**src/rtl/cache2w_pkg.sv**
```systemverilog
package cache2w_pkg;

    typedef enum logic [2:0] {
        ST_IDLE,
        ST_PRIME,
        ST_WBACK,
        ST_SETTLE,
        ST_REFILL,
        ST_FINISH
    } cstate_e;

    localparam int SETTLE_CYCLES = 2;

endpackage

```
**src/rtl/cache2w_dpram.sv**
```systemverilog
module cache2w_dpram #(
    parameter int DEPTH      = 64,
    parameter int WORD_BYTES = 2,
    parameter int IDX_W      = $clog2(DEPTH),
    parameter int BSEL_W     = $clog2(WORD_BYTES)
) (
    input  logic                    clk,
    input  logic                    a_re,
    input  logic                    a_we,
    input  logic [IDX_W-1:0]        a_idx,
    input  logic [BSEL_W-1:0]       a_bsel,
    input  logic [7:0]              a_wd,
    output logic [7:0]              a_q,
    input  logic                    b_we,
    input  logic [IDX_W-1:0]        b_idx,
    input  logic [8*WORD_BYTES-1:0] b_wd,
    output logic [8*WORD_BYTES-1:0] b_q
);

    logic [8*WORD_BYTES-1:0] store_q [DEPTH];

    always_ff @(posedge clk) begin
        if (b_we)
            store_q[b_idx] <= b_wd;
        if (a_we)
            store_q[a_idx][{a_bsel, 3'b000} +: 8] <= a_wd;
        if (a_re)
            a_q <= store_q[a_idx][{a_bsel, 3'b000} +: 8];
        b_q <= store_q[b_idx];
    end

endmodule

```
**src/rtl/cache2w_tags.sv**
```systemverilog
module cache2w_tags #(
    parameter int SETS  = 4,
    parameter int TAG_W = 6,
    parameter int SET_W = $clog2(SETS)
) (
    input  logic             clk,
    input  logic             rst_n,
    input  logic [SET_W-1:0] lk_set,
    input  logic [TAG_W-1:0] lk_tag,
    output logic             lk_hit,
    output logic             lk_hway,
    output logic             lk_vway,
    output logic             lk_vdirty,
    output logic [TAG_W-1:0] lk_vtag,
    input  logic [SET_W-1:0] up_set,
    input  logic             up_way,
    input  logic [TAG_W-1:0] up_tag,
    input  logic             up_fill,
    input  logic             up_dirty,
    input  logic             up_touch
);

    logic [1:0]       w_hit, w_vld, w_dty;
    logic [TAG_W-1:0] w_tag [2];
    logic [SETS-1:0]  lru_q;

    for (genvar w = 0; w < 2; w++) begin : g_way
        logic [SETS-1:0]  vld_q, dty_q;
        logic [TAG_W-1:0] tag_q [SETS];

        always_ff @(posedge clk) begin
            if (!rst_n) begin
                vld_q <= '0;
                dty_q <= '0;
            end else if (up_way == 1'(w)) begin
                if (up_fill) begin
                    vld_q[up_set] <= 1'b1;
                    dty_q[up_set] <= 1'b0;
                end
                if (up_dirty)
                    dty_q[up_set] <= 1'b1;
            end
        end

        always_ff @(posedge clk) begin
            if (up_fill && up_way == 1'(w))
                tag_q[up_set] <= up_tag;
        end

        assign w_vld[w] = vld_q[lk_set];
        assign w_dty[w] = dty_q[lk_set];
        assign w_tag[w] = tag_q[lk_set];
        assign w_hit[w] = vld_q[lk_set] && (tag_q[lk_set] == lk_tag);
    end

    always_ff @(posedge clk) begin
        if (!rst_n)
            lru_q <= '0;
        else if (up_touch)
            lru_q[up_set] <= ~up_way;
    end

    always_comb begin
        lk_hit  = |w_hit;
        lk_hway = w_hit[1];
        if (!w_vld[0])
            lk_vway = 1'b0;
        else if (!w_vld[1])
            lk_vway = 1'b1;
        else
            lk_vway = lru_q[lk_set];
        lk_vdirty = w_vld[lk_vway] && w_dty[lk_vway];
        lk_vtag   = w_tag[lk_vway];
    end

    AST_HIT_UNIQUE: assert property (@(posedge clk) disable iff (!rst_n)
        $onehot0(w_hit));

endmodule

```
**src/rtl/cache2w_ctrl.sv**
```systemverilog
module cache2w_ctrl
    import cache2w_pkg::*;
#(
    parameter int ADDR_W     = 12,
    parameter int WORD_BYTES = 2,
    parameter int LINE_WORDS = 8,
    parameter int SETS       = 4
) (
    input  logic                                    clk,
    input  logic                                    rst_n,
    input  logic                                    cpu_req,
    input  logic                                    cpu_we,
    input  logic [ADDR_W-1:0]                       cpu_addr,
    input  logic [7:0]                              cpu_wdata,
    output logic [7:0]                              cpu_rdata,
    output logic                                    cpu_busy,
    output logic                                    hit_way,
    output logic [ADDR_W-$clog2(WORD_BYTES)-1:0]    mem_addr,
    output logic                                    mem_wvalid,
    input  logic                                    mem_wready,
    output logic [8*WORD_BYTES-1:0]                 mem_wdata,
    output logic                                    mem_rreq,
    input  logic                                    mem_rvalid,
    input  logic [8*WORD_BYTES-1:0]                 mem_rdata
);

    localparam int WORD_W    = 8 * WORD_BYTES;
    localparam int BSEL_W    = $clog2(WORD_BYTES);
    localparam int WOFS_W    = $clog2(LINE_WORDS);
    localparam int SET_W     = $clog2(SETS);
    localparam int TAG_W     = ADDR_W - BSEL_W - WOFS_W - SET_W;
    localparam int RAM_DEPTH = 2 * SETS * LINE_WORDS;
    localparam int RIDX_W    = $clog2(RAM_DEPTH);
    localparam logic [WOFS_W-1:0] LAST_WORD  = WOFS_W'(LINE_WORDS - 1);
    localparam logic [WOFS_W-1:0] LAST_QUIET = WOFS_W'(SETTLE_CYCLES - 1);

    typedef struct packed {
        cstate_e           st;
        logic [WOFS_W-1:0] cnt;
        logic              way;
        logic              we;
        logic [ADDR_W-1:0] addr;
        logic [7:0]        wdat;
        logic [TAG_W-1:0]  vtag;
    } ctl_t;

    ctl_t r_q, r_d;

    // request field split
    logic [SET_W-1:0]  c_set, q_set;
    logic [TAG_W-1:0]  c_tag, q_tag;
    logic [WOFS_W-1:0] c_wofs, q_wofs;
    logic [BSEL_W-1:0] c_bsel, q_bsel;

    assign c_bsel = cpu_addr[BSEL_W-1:0];
    assign c_wofs = cpu_addr[BSEL_W +: WOFS_W];
    assign c_set  = cpu_addr[BSEL_W+WOFS_W +: SET_W];
    assign c_tag  = cpu_addr[ADDR_W-1 -: TAG_W];
    assign q_bsel = r_q.addr[BSEL_W-1:0];
    assign q_wofs = r_q.addr[BSEL_W +: WOFS_W];
    assign q_set  = r_q.addr[BSEL_W+WOFS_W +: SET_W];
    assign q_tag  = r_q.addr[ADDR_W-1 -: TAG_W];

    logic             lk_hit, lk_hway, lk_vway, lk_vdirty;
    logic [TAG_W-1:0] lk_vtag;
    logic [SET_W-1:0] m_set;
    logic             m_way, m_fill, m_dirty, m_touch;

    logic              a_re, a_we, b_we;
    logic [RIDX_W-1:0] a_idx, b_idx;
    logic [BSEL_W-1:0] a_bsel;
    logic [7:0]        a_wd;
    logic [WORD_W-1:0] b_q;

    always_comb begin
        r_d     = r_q;
        a_re    = 1'b0;
        a_we    = 1'b0;
        a_idx   = {r_q.way, q_set, q_wofs};
        a_bsel  = q_bsel;
        a_wd    = r_q.wdat;
        b_we    = 1'b0;
        m_set   = q_set;
        m_way   = r_q.way;
        m_fill  = 1'b0;
        m_dirty = 1'b0;
        m_touch = 1'b0;
        unique case (r_q.st)
            ST_IDLE: begin
                if (cpu_req && lk_hit) begin
                    a_idx   = {lk_hway, c_set, c_wofs};
                    a_bsel  = c_bsel;
                    a_wd    = cpu_wdata;
                    a_we    = cpu_we;
                    a_re    = !cpu_we;
                    m_set   = c_set;
                    m_way   = lk_hway;
                    m_dirty = cpu_we;
                    m_touch = 1'b1;
                end else if (cpu_req) begin
                    r_d.st   = lk_vdirty ? ST_PRIME : ST_REFILL;
                    r_d.cnt  = '0;
                    r_d.way  = lk_vway;
                    r_d.vtag = lk_vtag;
                    r_d.we   = cpu_we;
                    r_d.addr = cpu_addr;
                    r_d.wdat = cpu_wdata;
                end
            end
            ST_PRIME: r_d.st = ST_WBACK;
            ST_WBACK: begin
                if (mem_wready) begin
                    r_d.cnt = r_q.cnt + WOFS_W'(1);
                    if (r_q.cnt == LAST_WORD) begin
                        r_d.st  = ST_SETTLE;
                        r_d.cnt = '0;
                    end
                end
            end
            ST_SETTLE: begin
                r_d.cnt = r_q.cnt + WOFS_W'(1);
                if (r_q.cnt == LAST_QUIET) begin
                    r_d.st  = ST_REFILL;
                    r_d.cnt = '0;
                end
            end
            ST_REFILL: begin
                if (mem_rvalid) begin
                    b_we    = 1'b1;
                    r_d.cnt = r_q.cnt + WOFS_W'(1);
                    if (r_q.cnt == LAST_WORD) begin
                        r_d.st  = ST_FINISH;
                        r_d.cnt = '0;
                        m_fill  = 1'b1;
                        m_touch = 1'b1;
                    end
                end
            end
            ST_FINISH: begin
                a_we    = r_q.we;
                a_re    = !r_q.we;
                m_dirty = r_q.we;
                m_touch = 1'b1;
                r_d.st  = ST_IDLE;
            end
            default: r_d.st = ST_IDLE;
        endcase
        // refill writes the current beat; write-back prefetches the next one
        b_idx = (r_q.st == ST_REFILL) ? {r_q.way, q_set, r_q.cnt}
                                      : {r_q.way, q_set, r_d.cnt};
    end

    always_ff @(posedge clk) begin
        if (!rst_n) begin
            r_q    <= '0;
            r_q.st <= ST_IDLE;
        end else begin
            r_q <= r_d;
        end
    end

    cache2w_tags #(.SETS(SETS), .TAG_W(TAG_W)) u_tags (
        .clk(clk), .rst_n(rst_n),
        .lk_set(c_set), .lk_tag(c_tag),
        .lk_hit(lk_hit), .lk_hway(lk_hway), .lk_vway(lk_vway),
        .lk_vdirty(lk_vdirty), .lk_vtag(lk_vtag),
        .up_set(m_set), .up_way(m_way), .up_tag(q_tag),
        .up_fill(m_fill), .up_dirty(m_dirty), .up_touch(m_touch)
    );

    cache2w_dpram #(.DEPTH(RAM_DEPTH), .WORD_BYTES(WORD_BYTES)) u_ram (
        .clk(clk),
        .a_re(a_re), .a_we(a_we), .a_idx(a_idx), .a_bsel(a_bsel),
        .a_wd(a_wd), .a_q(cpu_rdata),
        .b_we(b_we), .b_idx(b_idx), .b_wd(mem_rdata), .b_q(b_q)
    );

    assign cpu_busy   = (r_q.st != ST_IDLE);
    assign hit_way    = cpu_busy ? r_q.way : lk_hway;
    assign mem_wvalid = (r_q.st == ST_WBACK);
    assign mem_rreq   = (r_q.st == ST_REFILL);
    assign mem_wdata  = b_q;
    assign mem_addr   = (r_q.st == ST_REFILL) ? {q_tag, q_set, r_q.cnt}
                                              : {r_q.vtag, q_set, r_q.cnt};

    AST_HIT_NO_TRAFFIC: assert property (@(posedge clk) disable iff (!rst_n)
        (!cpu_busy && cpu_req && lk_hit) |=> (!cpu_busy && !mem_wvalid && !mem_rreq));

    AST_WB_HOLD: assert property (@(posedge clk) disable iff (!rst_n)
        (mem_wvalid && !mem_wready) |=> (mem_wvalid && $stable(mem_addr) && $stable(mem_wdata)));

    AST_SETTLE_GAP: assert property (@(posedge clk) disable iff (!rst_n)
        $fell(mem_wvalid) |-> (!mem_rreq ##1 !mem_rreq ##1 mem_rreq));

    AST_RD_ORDER: assert property (@(posedge clk) disable iff (!rst_n)
        (mem_rreq && mem_rvalid && mem_addr[WOFS_W-1:0] != LAST_WORD)
        |=> (mem_rreq && mem_addr[WOFS_W-1:0] == $past(mem_addr[WOFS_W-1:0]) + WOFS_W'(1)));

    AST_ONE_DIRECTION: assert property (@(posedge clk) disable iff (!rst_n)
        !(mem_wvalid && mem_rreq));

endmodule

```
**config.mk**
```make
export PLATFORM = sky130hd
export DESIGN_NAME = cache2w_ctrl
export DESIGN_NICKNAME = d
export VERILOG_FILES = /design/src/rtl/cache2w_pkg.sv /design/src/rtl/cache2w_dpram.sv /design/src/rtl/cache2w_tags.sv /design/src/rtl/cache2w_ctrl.sv
export SDC_FILE = /design/constraint.sdc
export NUM_CORES = 2
export LEC_CHECK = 0
export ABC_AREA = 1
export BUFFER_PORTS_ARGS = -buffer_cell sky130_fd_sc_hd__buf_4
export CAP_MARGIN = 20
export CORE_ASPECT_RATIO = 0.7
export CORE_MARGIN = 2
export CORE_UTILIZATION = 35
export CTS_CLUSTER_SIZE = 12
export DETAILED_ROUTE_END_ITERATION = 8
export HOLD_SLACK_MARGIN = 0.15
export PLACE_DENSITY_LB_ADDON = 0.08
export SYNTH_ARGS = -nofsm -noshare
export SYNTH_HDL_FRONTEND = slang
export SYNTH_SLANG_ARGS = --single-unit
export TNS_END_PERCENT = 10
```
**constraint.sdc**
```tcl
create_clock -name clk -period 18.8 [get_ports clk]
set_input_delay 3.76 -clock clk [delete_from_list [all_inputs] [get_ports clk]]
set_output_delay 3.76 -clock clk [all_outputs]
set_load 0.01 [all_outputs]
```
Yosys cells after proc, flatten, opt, wreduce, memory -nomap -nowiden

Memories as Yosys holds them, arrays and structs flattened. A register that Yosys moved wholly into a read port is not among the register bits.
Index checks and enable logic that the tools add are counted.

RAM bits: 1072
Bits of input ports: 42
Memories kept: 3
Logic and storage cells: 144
Output and inout bits: 39
Flip-flop bits (word level): 62

Memory list:

| name                  | depth | bits a word | rd ports | clocked after Yosys merged registers in | write ports | RTL line            | RTL |
|---|---|---|---|---|---|---|---|
| u_ram.store_q         | 64    | 16          | 2        | 1                                       | 1           | cache2w_dpram.sv:20 | `logic [8*WORD_BYTES-1:0] store_q [DEPTH];` |
| u_tags.g_way[0].tag_q | 4     | 6           | 1        | 0                                       | 1           | cache2w_tags.sv:29  | `logic [TAG_W-1:0] tag_q [SETS];` |
| u_tags.g_way[1].tag_q | 4     | 6           | 1        | 0                                       | 1           | cache2w_tags.sv:29  |  |

$add $sub $neg: 2
Eq/ne operators: 16
Magnitude comparators: 5
Muxes and demuxes: 75
Bitwise gates (word level): 10
Reductions and logical operators: 17
Shift operators: 3

Operators by type and width:

| operator                 | count |
|---|---|
| $mux W34                 | 2 |
| $mux W6                  | 11 |
| $mux W16                 | 3 |
| $mux W1                  | 32 |
| $mux W4                  | 8 |
| $mux W8                  | 2 |
| $or A4 B4 Y4             | 4 |
| $reduce_or A16 Y1        | 1 |
| $shift A8 B6 Y16 const A | 1 |
| $shiftx A16 B5 Y8        | 1 |
| $shiftx A8 B6 Y16        | 1 |
| $pmux W3 S5              | 1 |
| $eq A6 B6 Y1             | 2 |
| $pmux W3 S4              | 1 |
| $mux W11                 | 1 |
| $bmux W1 S2              | 5 |
| $eq A3 B3 Y1 const B     | 3 |
| $and A4 B4 Y4            | 2 |
| $ne A2 B1 Y1 const B     | 4 |
| $logic_and A1 B1 Y1      | 7 |
| $reduce_and A7 Y1        | 1 |
| $eq A3 B1 Y1 const B     | 2 |
| $eq A3 B2 Y1 const B     | 2 |
| $lt A2 B3 Y1 const B     | 2 |
| other kinds (21)         | 29 |

Longest topological paths before layout

Depth after elaboration: 18
Gate-level depth with buffers: 27
Mapped depth without buffers: 24

Hierarchy

A second synthesis with hierarchy kept.

Cell total of the unflattened synthesis: 9779
Area, all modules: 70079.7 µm²

By module, submodules not included:

| module        | cells an instance | seq. area each (µm²) | area an instance (µm²) | times used |
|---|---|---|---|---|
| cache2w_dpram | 9103              | 31310.0              | 64996.1                | 1 |
| cache2w_tags  | 347               | 1841.8               | 3099.2                 | 1 |
| cache2w_ctrl  | 329               | 680.7                | 1984.4                 | 1 |

Least setup slack after synthesis

No wires, ideal clock.

Kind: input -> register
Start: input port cpu_addr[5]
End: memory u_ram.store_q[0][10] (netlist name), data pin
Arrival: 8.162 ns
Stages: 16
Data required time: 18.098 ns
Library setup time: 0.702 ns
Buffers on the path: 4
Path slack: 9.937 ns
Path through: buf_4 inv_4 buf_4 nand3_1 nand2_1 a21oi_1 nand2_1 nor2_1 nand2_1 nand2_1 nand2_2 buf_6 o21ai_0 clkbuf_1 nand2_1 o21ai_0

Cells in the longest elaborated chain, start to end: 12
Elaborated cells between the ends (all ways): 25
Classes of those cells: add/sub: 1; eq/ne: 2; shift: 2; mux: 13; reduce/logical: 5; memory: 2

RTL lines:

| what                                         | RTL line            | RTL |
|---|---|---|
| from (decl)                                  | cache2w_ctrl.sv:13  | `input logic [ADDR_W-1:0] cpu_addr,` |
| $mem_v2 Z4 W6 or $bmux W1 S2 (tied branches) | --                  |  |
| $eq A6 B6 Y1 or $mux W1 (tied branches)      | cache2w_tags.sv:53  | `assign w_hit[w] = vld_q[lk_set] && (tag_q[lk_set] == lk_tag);` |
| $logic_and A1 B1 Y1                          | cache2w_tags.sv:53  |  |
| $reduce_or A2 Y1 (*)                         | cache2w_tags.sv:64  | `lk_hit = \|w_hit;` |
| $logic_and A1 B1 Y1 (*)                      | cache2w_ctrl.sv:90  | `if (cpu_req && lk_hit) begin` |
| $mux W1                                      | cache2w_ctrl.sv:90  |  |
| $mux W1                                      | cache2w_ctrl.sv:88  | `unique case (r_q.st)` |
| $neg A4 Y6                                   | cache2w_dpram.sv:26 | `store_q[a_idx][{a_bsel, 3'b000} +: 8] <= a_wd;` |
| $shift A8 B6 Y16                             | cache2w_dpram.sv:26 |  |
| $mux W16 (not written as such)               | cache2w_dpram.sv:26 |  |
| $reduce_or A16 Y1 (no line)                  | --                  |  |
| $mux W16 (no line) (*)                       | --                  |  |
| to (decl)                                    | cache2w_dpram.sv:20 |  |

Mark *: on every way between the ends. The rest lies on a longest branch, timed or not. The select of a mux whose other input is x is not followed.

Worst setup path after layout

Start: input port cpu_addr[4]
End: register u_ram.a_q[2], data pin

Cells in the longest elaborated chain, start to end: 9
Elaborated cells between the ends (all ways): 18
Classes of those cells: eq/ne: 2; shift: 1; mux: 8; reduce/logical: 4; memory: 3

RTL lines:

| what                                         | RTL line            | RTL |
|---|---|---|
| $mem_v2 Z4 W6 or $bmux W1 S2 (tied branches) | --                  |  |
| $eq A6 B6 Y1 or $mux W1 (tied branches)      | cache2w_tags.sv:53  |  |
| $logic_and A1 B1 Y1                          | cache2w_tags.sv:53  |  |
| $reduce_or A2 Y1                             | cache2w_tags.sv:64  |  |
| $logic_and A1 B1 Y1                          | cache2w_ctrl.sv:90  |  |
| $mux W6                                      | cache2w_ctrl.sv:90  |  |
| $mux W6                                      | cache2w_ctrl.sv:88  |  |
| $mem_v2 Z64 W16                              | --                  |  |
| $shiftx A16 B5 Y8 (*)                        | cache2w_dpram.sv:28 | `a_q <= store_q[a_idx][{a_bsel, 3'b000} +: 8];` |
| to (signal assigned)                         | cache2w_dpram.sv:28 |  |
| to (decl)                                    | cache2w_dpram.sv:13 | `output logic [7:0] a_q,` |

Marks and branches as above.
A chain may end at the register's enable or synchronous reset.

==> flow_summary.toml <==
[worst_setup_path]
ff2ff_path_depth = 23
crit_path_start_kind = "input pin"
rrSetupSlack_ns = 11.91
r2r_start = "u_tags.g_way[1].tag_q[1][2]$_DFFE_PP_"
critPathMaxFanout = 107
worstPathRequired_ns = 19.43
crit_type = "in -> reg"
worst_r2r_endpoint = "u_ram.a_q[2]$_DFFE_PP_"
critical_path_arrival_ns = 10.76
endpoint_kind = "register"

[global_routing]
grt.total_usage_pct = 28.0
grt_max_degree = 190
overflow = 0
antenna_found_initial = 8
grt_pass1_wl_um = 365000
first_global_vias = 48200

[place]
gp_congestion = 0.883
dpl_cell_area_sq_um = 64500
portBuffers = 80
hpwl_um = 152000
preCtsSetupSlack_ns = 7.79

[final_layout]
multiInputGateArea_sq_um = 21500
fin_area_sq_um = 68800
area_growth_pct = 12.0
drive_gt1_share_pct = 7.63
fill_cells = 17400
nNetsFinal = 7187
seq_area_sq_um = 33800

[detailed_routing]
firstDrtPassIters = 7
drc = 0
drt_wl_total_um = 257000
drtIter0Drc = 7485
ant_nets = 0
vias = 53300
wl_per_cell_um = 26.8
vias_per_cell = 5.56

[clock_tree]
clk_latency_ns = 0.79
cts_sinks = 1150
cts_inserted_buffers = 133
cts.clk_slew.worst_paths_ns = 0.07
root_buffer = "clkbuf_16"
cts_resized = 0
post-cts-setup-buffers = 0
htreeDepth = 4
ctsHoldBuffers = 0
clockBufferDepth = 3
cts_tree = "yes"

[synth]
ys_ff_latch = 1150
synthTopCellsByCount = "1832 x nand3_1, 1720 x nand2_1, 1104 x inv_1, 1080 x edfxtp_1, 314 x o211ai_1"
seq_area_frac_synth_pct = 55.1
synth_cell_types = 45
synthArstFlopShare_pct = 0
netlist_area_sq_um = 61400
synth_edf_count = 1080
syn_inst = 7275
synthFlopType = "edfxtp_1"
synth_area_leaders = "edfxtp_1 53%, nand3_1 15%, nand2_1 11%, inv_1 6.7%, o211ai_1 3.8%"
yosysWarnings = 0
yosysTopAreaCell = "edfxtp_1"
synth.top_cell.area_share_pct = 52.8
yosysMostFrequentCell = "nand3_1"
syn_avg_cell_area_sq_um = 8.45
syn_nets = 7320

[timing]
clock_skew_ns = 0.0247
hold_violations = 0
rsz0062_at_grt = "false"
holdWs_ns = 0.448
min_period_ns = 10.13
setup_ws_ns = 8.67
maxSlewViolCount = 0
layout_worst_path_cycle_share_pct = 53.9
setup_viol = 0
setup_tns_ns = 0
tightest_slew_ns = 1.18
fmax_ghz = 0.0987
maxSlewHeadroom_pct = 20.7

[job]
drv_cap = 0

[power_and_ir_drop]
power.leakage_nw = 27.7
ir_drop_mv = 0.0694
powerDensity_nw_per_um2 = 97.0

[die]
rows = 128
die_h_um = 355
dieArea_sq_um = 179000
start_util_pct = 35.3
die_x_um = 505
core_area_sq_um = 174000
io_pins = 81

[hold_path]
hold_end = "r_q[8]$_SDFFE_PN0P_"
hold_path_class = "reg -> reg"
holdPathStages = 2
hp-start = "r_q[8]$_SDFFE_PN0P_"

[status]
status = "finished clean"
-- how the worst max path moves through the flow --
stage	from	end	cells after the start
floorplan	cpu_addr[5]	u_ram.store_q[0][10]$_DFFE_PP_	16
global placement	cpu_addr[4]	u_ram.a_q[2]$_DFFE_PP_	26
detailed placement	cpu_addr[4]	u_ram.a_q[2]$_DFFE_PP_	26
CTS	cpu_addr[4]	u_ram.a_q[2]$_DFFE_PP_	26
global route	cpu_addr[4]	u_ram.a_q[2]$_DFFE_PP_	24
finish	cpu_addr[4]	u_ram.a_q[2]$_DFFE_PP_	27
-- worst max-delay path, cell delays in order --
cell,delay (ns)
buf_4,0.34
inv_4,0.25
nand2_1,0.12
nand2_1,0.05
nand2_1,0.05
o21ai_1,0.11
nand2_1,0.09
inv_1,0.05
nand2_1,0.06
nor2_1,0.04
nand2_1,0.11
nand2_1,0.15
nand2_2,0.36
nand2_4,0.53
nand2_8,0.76
buf_4,0.70
buf_4,0.47
buf_16,0.34
buf_4,0.70
o21ai_0,0.19
o21ai_0,0.23
nor2_1,0.13
nor2_1,0.25
nor2_1,0.08
nand2_1,0.06
nand3_1,0.37
nand2_1,0.20
-- routing by layer --
metal	wire length, um	GRT usage, %	share of wire, %
met5	13	0	0.0051
met4	6410	7.37	2.5
met3	26400	5.48	10
met2	106000	39.4	41
met1	119000	43.2	46
-- cell usage in the layout (no fill, tap or decap), types with 75 or more instances in the layout --
cell and n:
o21ai_0 129, nand3_1 1831, clkbuf_16 145, nand2_1 1715, a21oi_1 75, nor2_1 246
buf_4 227, edfxtp_1 1080, inv_1 1101, o211ai_1 314
-- metrics by stage --
step	instances	util, %	total power [mW]
after floorplan	7275	-	3.57
after global placement	9327	37.0	4.08
after detailed placement	9339	37.0	4.08
after CTS	9578	39.5	6.69
after global routing	9586	39.5	6.88
final	9588	39.5	6.68
-- state kept, by name, indices dropped and copies added, names as in the netlist, 3 cells and up --
signal	count
u_ram.a_q	8
u_ram.b_q	16
r_q	22
u_tags.lru_q	4
u_tags.g_way.dty_q	8
q_wofs	3
u_tags.g_way.tag_q	48
u_ram.store_q	1024
q_tag	6
u_tags.g_way.vld_q	8
-- area by class of cell --
cell class	count	share of cell area, %
diodes	2	0.00727
clock buffers	185	5.62
clock inverters	54	0.562
inverters	1127	6.20
multi-input cells	4482	31.2
flip-flops and latches	1150	49.2
well taps	2340	4.25
repair buffers	248	2.98
-- report_power, final --
part	internal (mW)	switching, mW	leakage (nW)
logic	0.281	0.937	15.4
clock network	1.50	1.11	2.08
registers	2.82	0.0187	10.3
total	4.61	2.07	27.7
-- cell families after synthesis --
| group | synth area share (%) |
|---|---|
| DFF | 55.1 |
| adders and majority gates | 0.0611 |
| AOI/OAI and AO/OA | 6.08 |
| xor gates and xnor gates | 0.0285 |
| and+or+nand+nor | 28.2 |
| buffers and inverters | 10.6 |
Power figures use the tool's default switching activity.
